$ cat src/rtl/mdm_pkg.sv
package mdm_pkg;
  localparam int unsigned LINE_W = 4;
  localparam int unsigned CTRL_W = 5;
  localparam int unsigned BYTE_W = 8;

  // line nibble bit order (matches status byte upper nibble)
  localparam int unsigned LN_CTS = 0;
  localparam int unsigned LN_DSR = 1;
  localparam int unsigned LN_RI  = 2;
  localparam int unsigned LN_DCD = 3;

  // control bit positions
  localparam int unsigned CB_DTR  = 0;
  localparam int unsigned CB_RTS  = 1;
  localparam int unsigned CB_OUT1 = 2;
  localparam int unsigned CB_OUT2 = 3;
  localparam int unsigned CB_LOOP = 4;

  localparam logic [LINE_W-1:0] LINE_RST = 4'b1011;
  localparam logic [CTRL_W-1:0] CTRL_RST = 5'b01000;

  typedef logic [LINE_W-1:0] line_t;
  typedef logic [CTRL_W-1:0] ctrl_t;
endpackage

$ cat src/rtl/mdm_sync.sv
module mdm_sync #(
  parameter int unsigned W      = 4,
  parameter int unsigned STAGES = 2,
  parameter logic [W-1:0] RST_VAL = '0
) (
  input  logic         clk_i,
  input  logic         rst_ni,
  input  logic [W-1:0] d_i,
  output logic [W-1:0] q_o
);
  logic [W-1:0] stg_q [STAGES];

  for (genvar g = 0; g < STAGES; g++) begin : g_stage
    logic [W-1:0] src;
    if (g == 0) begin : g_first
      assign src = d_i;
    end else begin : g_next
      assign src = stg_q[g-1];
    end
    always_ff @(posedge clk_i or negedge rst_ni) begin
      if (!rst_ni) stg_q[g] <= RST_VAL;
      else         stg_q[g] <= src;
    end
  end

  assign q_o = stg_q[STAGES-1];
endmodule

$ cat src/rtl/mdm_ctrl_reg.sv
module mdm_ctrl_reg
  import mdm_pkg::*;
(
  input  logic              clk_i,
  input  logic              rst_ni,
  input  logic              we_i,
  input  logic [BYTE_W-1:0] wdata_i,
  output ctrl_t             ctrl_o
);
  ctrl_t ctrl_q;

  always_ff @(posedge clk_i or negedge rst_ni) begin
    if (!rst_ni)   ctrl_q <= CTRL_RST;
    else if (we_i) ctrl_q <= wdata_i[CTRL_W-1:0];
  end

  assign ctrl_o = ctrl_q;

  p_ctrl_load_r8: assert property (@(posedge clk_i) disable iff (!rst_ni)
    we_i |=> ctrl_q == $past(wdata_i[CTRL_W-1:0]));
  p_ctrl_hold_r8: assert property (@(posedge clk_i) disable iff (!rst_ni)
    !we_i |=> $stable(ctrl_q));
endmodule

$ cat src/rtl/mdm_status_reg.sv
module mdm_status_reg
  import mdm_pkg::*;
(
  input  logic  clk_i,
  input  logic  rst_ni,
  input  line_t line_i,
  input  logic  clr_i,
  output line_t line_o,
  output line_t delta_o
);
  line_t line_q, delta_q, chg;

  always_comb begin
    chg = line_q ^ line_i;
    // ring flag only on trailing edge
    chg[LN_RI] = line_q[LN_RI] & ~line_i[LN_RI];
  end

  always_ff @(posedge clk_i or negedge rst_ni) begin
    if (!rst_ni) begin
      line_q  <= LINE_RST;
      delta_q <= '0;
    end else begin
      line_q  <= line_i;
      delta_q <= (clr_i ? '0 : delta_q) | chg;
    end
  end

  assign line_o  = line_q;
  assign delta_o = delta_q;

  p_ring_rise_r4: assert property (@(posedge clk_i) disable iff (!rst_ni)
    (!line_q[LN_RI] && line_i[LN_RI] && !delta_q[LN_RI]) |=> !delta_q[LN_RI]);
  p_sticky_r5: assert property (@(posedge clk_i) disable iff (!rst_ni)
    !clr_i |=> ((delta_q & $past(delta_q)) == $past(delta_q)));
  p_clear_r6: assert property (@(posedge clk_i) disable iff (!rst_ni)
    (clr_i && line_i == line_q) |=> delta_q == '0);
  p_dcd_change_r3: assert property (@(posedge clk_i) disable iff (!rst_ni)
    (line_i[LN_DCD] != line_q[LN_DCD]) |=> delta_q[LN_DCD]);
endmodule

$ cat src/rtl/mdm_read_mux.sv
module mdm_read_mux
  import mdm_pkg::*;
(
  input  ctrl_t             ctrl_i,
  input  line_t             line_i,
  input  line_t             delta_i,
  output logic [BYTE_W-1:0] rdata_o
);
  line_t loop_line;

  always_comb begin
    loop_line         = '0;
    loop_line[LN_DCD] = ctrl_i[CB_OUT2];
    loop_line[LN_RI]  = ctrl_i[CB_OUT1];
    loop_line[LN_DSR] = ctrl_i[CB_DTR];
    loop_line[LN_CTS] = ctrl_i[CB_RTS];
    if (ctrl_i[CB_LOOP]) rdata_o = {loop_line, {LINE_W{1'b0}}};
    else                 rdata_o = {line_i, delta_i};
  end
endmodule

$ cat src/rtl/mdm_status_top.sv
module mdm_status_top
  import mdm_pkg::*;
#(
  parameter int unsigned SYNC_STAGES = 2
) (
  input  logic              clk_i,
  input  logic              rst_ni,
  input  logic              ctrl_we_i,
  input  logic [BYTE_W-1:0] ctrl_wdata_i,
  output logic [BYTE_W-1:0] ctrl_rdata_o,
  input  logic              stat_rd_i,
  output logic [BYTE_W-1:0] stat_rdata_o,
  input  logic              cts_i,
  input  logic              dsr_i,
  input  logic              dcd_i,
  input  logic              ri_i,
  output logic              rts_o,
  output logic              dtr_o,
  output logic              msi_o
);
  ctrl_t ctrl;
  line_t pins, line_sync, line_q, delta_q;
  logic  loop_on;

  assign pins = {dcd_i, ri_i, dsr_i, cts_i};

  mdm_sync #(.W(LINE_W), .STAGES(SYNC_STAGES), .RST_VAL(LINE_RST)) u_sync (
    .clk_i (clk_i), .rst_ni (rst_ni), .d_i (pins), .q_o (line_sync)
  );

  mdm_ctrl_reg u_ctrl (
    .clk_i (clk_i), .rst_ni (rst_ni), .we_i (ctrl_we_i),
    .wdata_i (ctrl_wdata_i), .ctrl_o (ctrl)
  );

  assign loop_on = ctrl[CB_LOOP];

  mdm_status_reg u_stat (
    .clk_i (clk_i), .rst_ni (rst_ni), .line_i (line_sync),
    .clr_i (stat_rd_i & ~loop_on), .line_o (line_q), .delta_o (delta_q)
  );

  mdm_read_mux u_mux (
    .ctrl_i (ctrl), .line_i (line_q), .delta_i (delta_q), .rdata_o (stat_rdata_o)
  );

  assign ctrl_rdata_o = {{(BYTE_W-CTRL_W){1'b0}}, ctrl};
  assign rts_o = ctrl[CB_RTS] & ~loop_on;
  assign dtr_o = ctrl[CB_DTR] & ~loop_on;
  assign msi_o = |delta_q;

  p_msi_r7: assert property (@(posedge clk_i) disable iff (!rst_ni)
    !loop_on |-> (msi_o == (|stat_rdata_o[LINE_W-1:0])));
  p_loop_quiet_r9: assert property (@(posedge clk_i) disable iff (!rst_ni)
    ctrl_rdata_o[CB_LOOP] |-> (!rts_o && !dtr_o));
  p_loop_low_r10: assert property (@(posedge clk_i) disable iff (!rst_ni)
    ctrl_rdata_o[CB_LOOP] |-> (stat_rdata_o[LINE_W-1:0] == '0));
endmodule

$ cat config.mk
export PLATFORM = sky130hd
export DESIGN_NAME = mdm_status_top
export DESIGN_NICKNAME = d
export VERILOG_FILES = /design/src/rtl/mdm_pkg.sv /design/src/rtl/mdm_sync.sv /design/src/rtl/mdm_ctrl_reg.sv /design/src/rtl/mdm_status_reg.sv /design/src/rtl/mdm_read_mux.sv /design/src/rtl/mdm_status_top.sv
export SDC_FILE = /design/constraint.sdc
export NUM_CORES = 1
export LEC_CHECK = 0
export CAP_MARGIN = 10
export CORE_AREA = 5 5 50 52
export DETAILED_ROUTE_END_ITERATION = 10
export DIE_AREA = 0 0 55 57
export HOLD_SLACK_MARGIN = 0.05
export PLACE_DENSITY = 0.78
export SYNTH_ARGS = -nofsm -noshare
export SYNTH_HDL_FRONTEND = slang
export SYNTH_HIERARCHICAL = 1
export SYNTH_SLANG_ARGS = --single-unit
$ cat constraint.sdc
create_clock -name clk_i -period 1.7 [get_ports clk_i]
set_input_delay 0.255 -clock clk_i [delete_from_list [all_inputs] [get_ports clk_i]]
set_output_delay 0.255 -clock clk_i [all_outputs]
set_load 0.01 [all_outputs]
## Yosys cells after proc, flatten, opt, wreduce, memory -nomap -nowiden

Index checks and enable logic that the tools add are counted.

- Flip-flop bits (word level): 21
- Output and inout bits: 19

- Mux-type cells: 2
- Bitwise operators: 8
- Reductions and logical operators: 1

Operators with widths:

| cell | count |
|---|---|
| two-way mux 8 bit | 1 |
| AND 1 bit | 4 |
| two-way mux 4 bit | 1 |
| OR 4 bit | 1 |
| OR reduction 4 bit | 1 |
| XOR 4 bit | 1 |
| inverter 1 bit | 2 |

## Longest topological paths before layout

Gate-level depths: netlist (run 1).

- Depth in word-level cells: 4
- Mapped depth: 2
- Depth with buffers taken out: 2

## Modules after synthesis

Netlist (run 1), hierarchy kept.

Modules (own cells, without submodules):

| module | instances | cells an instance | area an instance (µm²) | sequential area each (µm²) |
|---|---|---|---|---|
| mdm_status_reg | 1 | 20 | 270.3 | 203.9 |
| mdm_sync | 1 | 8 | 207.7 | 207.7 |
| mdm_ctrl_reg | 1 | 10 | 182.7 | 126.4 |
| mdm_read_mux | 1 | 9 | 106.4 | 0.0 |
| mdm_status_top | 1 | 8 | 52.6 | 0.0 |

## Worst setup path before layout (run 1)

OpenSTA, ideal clock, no wires.

- Path type: register to output
- Start: register u_stat.delta_q[1] (netlist: u_stat/delta_o[1])
- End: output port msi_o
- Arrival time: 929 ps
- Required time: 1445 ps
- Setup slack: 516 ps
- Cell stages (with the launch flop): 2
- Buffers on the path: 0
- Cells stage by stage: dfrtp_1 -> or4_1

- Longest elaborated chain between the ends: 1

RTL lines:

| element | RTL line | RTL |
|---|---|---|
| from (decl) | mdm_status_reg.sv:11 | `line_t line_q, delta_q, chg;` |
| from (signal assigned) | mdm_status_reg.sv:25 | `delta_q <= (clr_i ? '0 : delta_q) \| chg;` |
| OR reduction 4 bit | mdm_status_top.sv:50 | `assign msi_o = \|delta_q;` |
| to (decl) | mdm_status_top.sv:19 | `output logic msi_o` |

No other way between the ends.

## Worst setup path in the final report (run 1)

- Start: register u_ctrl.ctrl_q[4] (netlist: u_ctrl/ctrl_o[4])
- End: output port stat_rdata_o[6]

- Longest elaborated chain between the ends: 1

RTL lines:

| element | RTL line | RTL |
|---|---|---|
| from (decl) | mdm_ctrl_reg.sv:10 | `ctrl_t ctrl_q;` |
| from (signal assigned) | mdm_ctrl_reg.sv:14 | `else if (we_i) ctrl_q <= wdata_i[CTRL_W-1:0];` |
| two-way mux 8 bit | mdm_read_mux.sv:17 | `if (ctrl_i[CB_LOOP]) rdata_o = {loop_line, {LINE_W{1'b0}}};` |
| to (decl) | mdm_status_top.sv:12 | `output logic [BYTE_W-1:0] stat_rdata_o,` |

No other way between the ends.

==> results of run 1 <==
[through the flow]
step | setup slack (ps) | hold WS (ps) | power (mW) | util [%]
global placement | 63.3 | 331 | 0.814 | 54.5
detailed placement | 43.6 | 336 | 0.819 | 54.5
finish | 43.0 | 282 | 1.05 | 57.8
global route | 0.000333 | 299 | 1.10 | 57.8
floorplan | 516 | -40.6 | 0.687 | -
CTS | 5.55 | 290 | 1.05 | 56.5
[cell families (layout without fill, tap and decap cells)]
logic type,Yosys count,in the layout,synth area share [%]
AND/OR/NAND/NOR,8,8,7.48
multiplexers,9,9,14.2
XOR/XNOR,3,3,3.21
other,1,3,0.458
buffers and inverters,9,45,6.41
flip-flops,21,21,65.6
AO/OA/AOI/OAI,4,4,2.60
[cell usage after synthesis]
master,number,share of area (%)
sky130_fd_sc_hd__or4_1,1,0.92
sky130_fd_sc_hd__xnor2_1,3,3.2
sky130_fd_sc_hd__inv_1,5,2.3
sky130_fd_sc_hd__buf_6,1,1.4
sky130_fd_sc_hd__dfstp_2,10,32
sky130_fd_sc_hd__mux2_2,5,6.9
sky130_fd_sc_hd__o22ai_1,1,0.76
sky130_fd_sc_hd__nor2b_1,3,2.3
sky130_fd_sc_hd__and2b_2,4,4.3
sky130_fd_sc_hd__mux2_4,4,7.3
sky130_fd_sc_hd__buf_4,3,2.7
sky130_fd_sc_hd__o21ai_1,3,1.8
sky130_fd_sc_hd__conb_1,1,0.46
sky130_fd_sc_hd__dfrtp_1,11,34
[layout by cell type, fill, tap and decap left out, drive strengths merged, types with 3 or more instances in the layout]
master	n
mux2	9
dlygate4sd2	6
o21ai	3
nor2b	3
clkbuf	4
xnor2	3
dfstp	10
clkdlybuf4s50	17
conb	3
buf	12
dfrtp	11
inv	5
and2b	4
[layout make-up]
type	instances	area, um^2	share of cell area (%)
clock buffers	4	26.3	2.20
well taps	28	35.0	2.94
inverters	5	18.8	1.57
repair buffers	36	337	28.2
multi-input cells	27	236	19.8
flip-flops and latches	21	539	45.2
[sequential cells by signal, summed over array words and instances, names as in the netlist]
register and count:
u_stat/line_o 4, u_sync/g_stage.src 4, u_stat/delta_o 4, u_ctrl/ctrl_o 5, u_sync/q_o 4
[where the power goes]
part	switching (mW)	leakage, nW	total [mW]	internal, mW
Sequential	0.0264	0.227	0.575	0.548
Clock	0.142	0.0150	0.233	0.0912
Combinational	0.0885	0.302	0.244	0.155
Total	0.257	0.545	1.05	0.795
[layer usage]
layer | vias to the layer above | part of all wire [%] | global-route usage (%) | wire length, um
met3 | 0 | 9.9 | 4.96 | 146
met4 | 0 | 0 | 4.17 | 0
li1 | 249 | - | - | -
met1 | 237 | 40 | 13.4 | 588
met5 | - | 0 | 0 | 0
met2 | 24 | 50 | 17.6 | 746
[path summary, 6_finish.rpt]
kind	from	endpoint	slack [ps]	depth (start not counted)
min	rst_ni	u_sync/g_stage[1].src[2]	280	2
max in group asynchronous	rst_ni	u_stat/line_o[3]	1140	2
max reg2reg	u_ctrl/ctrl_o[4]	u_stat/delta_o[2]	600	3
min in group clk_i	dsr_i	u_sync/g_stage[1].src[1]	350	1
max	u_ctrl/ctrl_o[4]	stat_rdata_o[6]	40	4
min reg2reg	u_sync/g_stage[1].src[3]	u_sync/q_o[3]	360	0
[timing repair]
item,CTS,global route
buffers inserted,6,0
setup endpoints to repair,12,4
cloned,0,0
gates resized for setup,25,6
==> summary.md, run 1 <==
| Metric | Value |
|---|---|
| Status | `complete, no violations` |
| Max Cap Violations | `0` |
| Category of cells accounting for the largest share of critical-path delay | `flip-flops` |
| Core footprint | `2060 um^2` |
| Num CTS Buffers | `3` |
| Number of synthesized register bits | `21` |
| Die Y | `57 um` |
| Number of antenna violations at the first check in global routing | `0` |
| Placed cell area | `1120 um^2` |
| Achievable frequency | `just over 600 MHz` |
| Final cell count without fillers | `roughly 120` |
| Critical Path Sink Type | `output port` |
| Worst Clk Skew | `7.10 ps` |
| Antenna fix cells | `0` |
| Worst Path Buf+Inv | `3` |
| Largest fanout on the critical path | `4` |
| Total of endpoints with negative setup slack in the final report | `0` |
| Cell row count | `17` |
| Cell area after layout | `approximately 1200 um^2` |
| Post-detailed-routing wire length | `1480 um` |
| Crit Path Class | `register to output port` |
| Wire length of the first global-routing pass | `2500 um` |
| Biggest cell delay along the critical path | `440 ps` |
| Pleak | `0.545 nW` |
| Placer's final routability congestion estimate | `0.651` |
| TritonCTS clock tree | `built` |
| Buffer cell driving the clock tree root | `sky130_fd_sc_hd__clkbuf_4` |
| Die area | `roughly 3100 um^2` |
| Pwr Density | `882 nW/um^2` |
| Post-route DRC violation count | `0` |
| Fin crit share | `just under 100%` |
| Total global routing track utilization | `11.2%` |
| DRC violation total after the first TritonRoute iteration | `6` |
| Post-detail-place hpwl | `1120 um` |
| Largest net degree at the start of global routing | `22` |
| Number of buffer cells added on primary ports | `28` |
| Horiz. Die Dim | `55 um` |
| Slowest-stage cell, CP | `sky130_fd_sc_hd__dfrtp_2` |
| Clock transition at path regs | `between 100 and 150 ps` |
| # fillers | `175` |
| # IOs | `35` |
| Proportion of synthesized chip area in sequential cells | `65.6%` |
| Final routed wire length divided by cell count | `12.2 um` |
| Final number of hold-violating endpoints | `0` |
| Data arrival time of the critical path | `1400 ps` |
| Number of buffers between clock root and the deepest sink | `2` |
| Yosys warning count | `6` |
| Required @ worst endpoint | `1440 ps` |
| Distinct cell type count after synthesis | `14` |
| Layout cells sized above 1 | `41.9%` |
| Vias in the first global route | `557` |
| Clk Latency, worst-skew pair | `290 ps` |
| Starting Density | `39.7%` |
| Critical Path Start Type | `register` |
| Worst-path cell chain | `buf_6 -> buf_4 -> mux2_4 -> buf_6` |
| Quantity of hold-fixing buffers added after cts | `0` |
| First-pass detailed-route iteration total | `2` |
| Largest vdd supply drop | `around 620 uV` |
| Avg Cell Area, Syn | `14.9 um^2` |
| Remaining Overflow, GRT | `0` |
| Class of the tightest hold or removal check | `input port to asynchronous set/reset pin` |
| Total number of nets in the final design | `between 100 and 150` |
| Setup tns final | `0 ps` |
| Number of clock sinks | `21` |
| Gate count after technology mapping | `55` |
| Final period demand of the worst path | `1660 ps` |
| Mapped Area | `820 um^2` |
| Setup repair after global routing missed its margin | `yes` |
| Most common cell type on the critical path | `sky130_fd_sc_hd__buf_6` |
| Overall via count from detail_route | `slightly above 500` |
| H-tree depth reported by CTS | `1` |
| Area growth from synthesis to final layout | `45.5%` |
| Fin. max-slew vios | `0` |
| Ratio of routed vias to standard cells | `approximately 4.2` |
| Number of nets with antenna violations after routing | `0` |
| Number of instances in the placed design | `111` |
No activity file was read; power rests on OpenSTA's default activity.
==> run 2: changes to the inputs <==
Settings changed: CTS_CLUSTER_SIZE set to 16, GPL_TIMING_DRIVEN set to 1, PLACE_DENSITY 0.78 to 0.83.
==> summary.md, run 2 (synthesis results as in run 1) <==
| Metric | Value |
|---|---|
| Data arrival time of the critical path | `1410 ps (about the same)` |
| Quantity of hold-fixing buffers added after cts | `0 (unchanged)` |
| Commonest cells after routing, fill and taps aside | `sky130_fd_sc_hd__clkdlybuf4s50_1 (16), sky130_fd_sc_hd__dfrtp_1 (10), sky130_fd_sc_hd__dfstp_2 (10)` |
| Area growth from synthesis to final layout | `43.2%` |
| Setup repair after global routing missed its margin | `no` |
| Post-detail-place hpwl | `1080 um (-3.1%)` |
| Largest register FFs | `5 (unchanged)` |
| Die area | `3140 um^2 (unchanged)` |
| Post-detailed-routing wire length | `1500 um (+1.2%)` |
| Clock transition at path regs | `110 ps (about the same)` |
| Critical Path Sink Type | `output port` |
| Number of buffer cells added on primary ports | `28 (unchanged)` |
| Max Cap Violations | `0 (unchanged)` |
| Largest net degree at the start of global routing | `22 (unchanged)` |
| Category of cells accounting for the largest share of critical-path delay | `flip-flops` |
| Slowest-stage cell, CP | `sky130_fd_sc_hd__dfrtp_2` |
| Largest vdd supply drop | `543 uV (-13%)` |
| Status | `complete, no violations` |
| Post-route DRC violation count | `0 (unchanged)` |
| Vias in the first global route | `558 (+0.18%)` |
| Core footprint | `2060 um^2 (unchanged)` |
| Overall via count from detail_route | `512 (+0.39%)` |
| Remaining Overflow, GRT | `0 (unchanged)` |
| DRC violation total after the first TritonRoute iteration | `2 (-4)` |
| First-pass detailed-route iteration total | `2 (unchanged)` |
| Setup tns final | `0 ps (unchanged)` |
| Most common cell after layout, fill and taps aside | `sky130_fd_sc_hd__clkdlybuf4s50_1` |
| Crit Path Class | `register to output port` |
| Total number of nets in the final design | `110 (unchanged)` |
| Starting Density | `39.7% (unchanged)` |
| Pwr Density | `883 nW/um^2 (about the same)` |
| Cell row count | `17 (unchanged)` |
| Buffer cell driving the clock tree root | `sky130_fd_sc_hd__clkbuf_4` |
| Wire length of the first global-routing pass | `2480 um (-0.80%)` |
| Antenna fix cells | `0 (unchanged)` |
| Number of antenna violations at the first check in global routing | `0 (unchanged)` |
| Worst Path Buf+Inv | `3 (unchanged)` |
| Num CTS Buffers | `3 (unchanged)` |
| Worst-path cell chain | `buf_4 -> buf_12 -> mux2_4 -> buf_2` |
| # IOs | `35 (unchanged)` |
| Number of buffers between clock root and the deepest sink | `2 (unchanged)` |
| Placer's final routability congestion estimate | `0.668 (+2.6%)` |
| Pleak | `0.539 nW (-0.94%)` |
| Final routed wire length divided by cell count | `12.4 um (+1.2%)` |
| Biggest cell delay along the critical path | `430 ps (about the same)` |
| Ratio of routed vias to standard cells | `4.23 (+0.39%)` |
| Critical Path Start Type | `register` |
| Total global routing track utilization | `11.1% (-0.15 points)` |
| Worst Clk Skew | `2.73 ps (-4.36 ps)` |
| Number of clock sinks | `21 (unchanged)` |
| Total of endpoints with negative setup slack in the final report | `0 (unchanged)` |
| Final period demand of the worst path | `1660 ps (+3.80 ps)` |
| Final design utilization | `56.9% (-0.91 points)` |
| Horiz. Die Dim | `55 um (unchanged)` |
| Die Y | `57 um (unchanged)` |
| Achievable frequency | `602 MHz (-0.23%)` |
| Fin crit share | `97.7% (+0.22 points)` |
| Layout cells sized above 1 | `43.0% (+1.1 points)` |
| H-tree depth reported by CTS | `1 (unchanged)` |
| Required @ worst endpoint | `1440 ps (about the same)` |
| Number of nets with antenna violations after routing | `0 (unchanged)` |
| TritonCTS clock tree | `built` |
| Class of the tightest hold or removal check | `input port to asynchronous set/reset pin` |
| Largest fanout on the critical path | `4 (unchanged)` |
| Final number of hold-violating endpoints | `0 (unchanged)` |
| Clk Latency, worst-skew pair | `290 ps (about the same)` |
| Fin. max-slew vios | `0 (unchanged)` |
[run 2: cell count changes in the layout (fill, tap and decap cells not counted)]
cell | previous run | this run
sky130_fd_sc_hd__buf_2 | 2 | 6
sky130_fd_sc_hd__buf_12 | 0 | 1
sky130_fd_sc_hd__buf_6 | 5 | 0
sky130_fd_sc_hd__clkdlybuf4s50_1 | 17 | 16
sky130_fd_sc_hd__buf_4 | 5 | 6
[run 2: per-layer routing]
layer,track usage [%],part of all wire (%),vias to the layer above
li1,-,-,247
met1,13.8,41,240
met2,17.6,50,25
met3,3.66,9.0,0
met4,4.17,0,0
met5,0,0,-
[run 2: timing repair]
item                                    4_1_cts  5_1_grt
resized for setup                            29        1
setup buffers                                 6        0
endpoints found under the setup margin       12        1
[run 2: path summary, 6_finish.rpt]
check                           cells past startpoint                       end  slack, ps                startpoint
worst max-delay path                                4           stat_rdata_o[6]         40          u_ctrl/ctrl_o[4]
worst min-delay path                                2  u_sync/g_stage[1].src[2]        290                    rst_ni
worst max register to register                      3         u_stat/delta_o[2]        630          u_ctrl/ctrl_o[4]
worst min register to register                      0             u_sync/q_o[2]        360  u_sync/g_stage[1].src[2]
max in group asynchronous                           2          u_stat/line_o[3]       1150                    rst_ni
min in group clk_i                                  1  u_sync/g_stage[1].src[3]        360                     dcd_i
[run 2: area by class of cell]
cell class              count  area (um^2)
flip-flops and latches     21          539
multi-input cells          27          236
clock buffers               4         26.3
inverters                   5         18.8
well taps                  28         35.0
repair buffers             36          318
fillers                   174          890
[run 2: power breakdown]
| group | internal, mW | switching [mW] |
|---|---|---|
| Combinational | 0.146 | 0.0884 |
| Sequential | 0.548 | 0.0259 |
| Clock | 0.0912 | 0.136 |
| Total | 0.786 | 0.250 |
[run 2: per-stage QoR]
stage	worst slack [ps]	instances	cell area (um^2)	power, mW	hold WS [ps]
3_5_place_dp	45.0	111	1120	0.819	336
6_report	39.2	121	1170	1.04	287
4_1_cts	19.4	121	1170	1.05	287
5_1_grt	0.704	121	1170	1.09	300
2_1_floorplan	516	57	827	0.687	-40.6
3_3_place_gp	51.9	111	1120	0.813	332
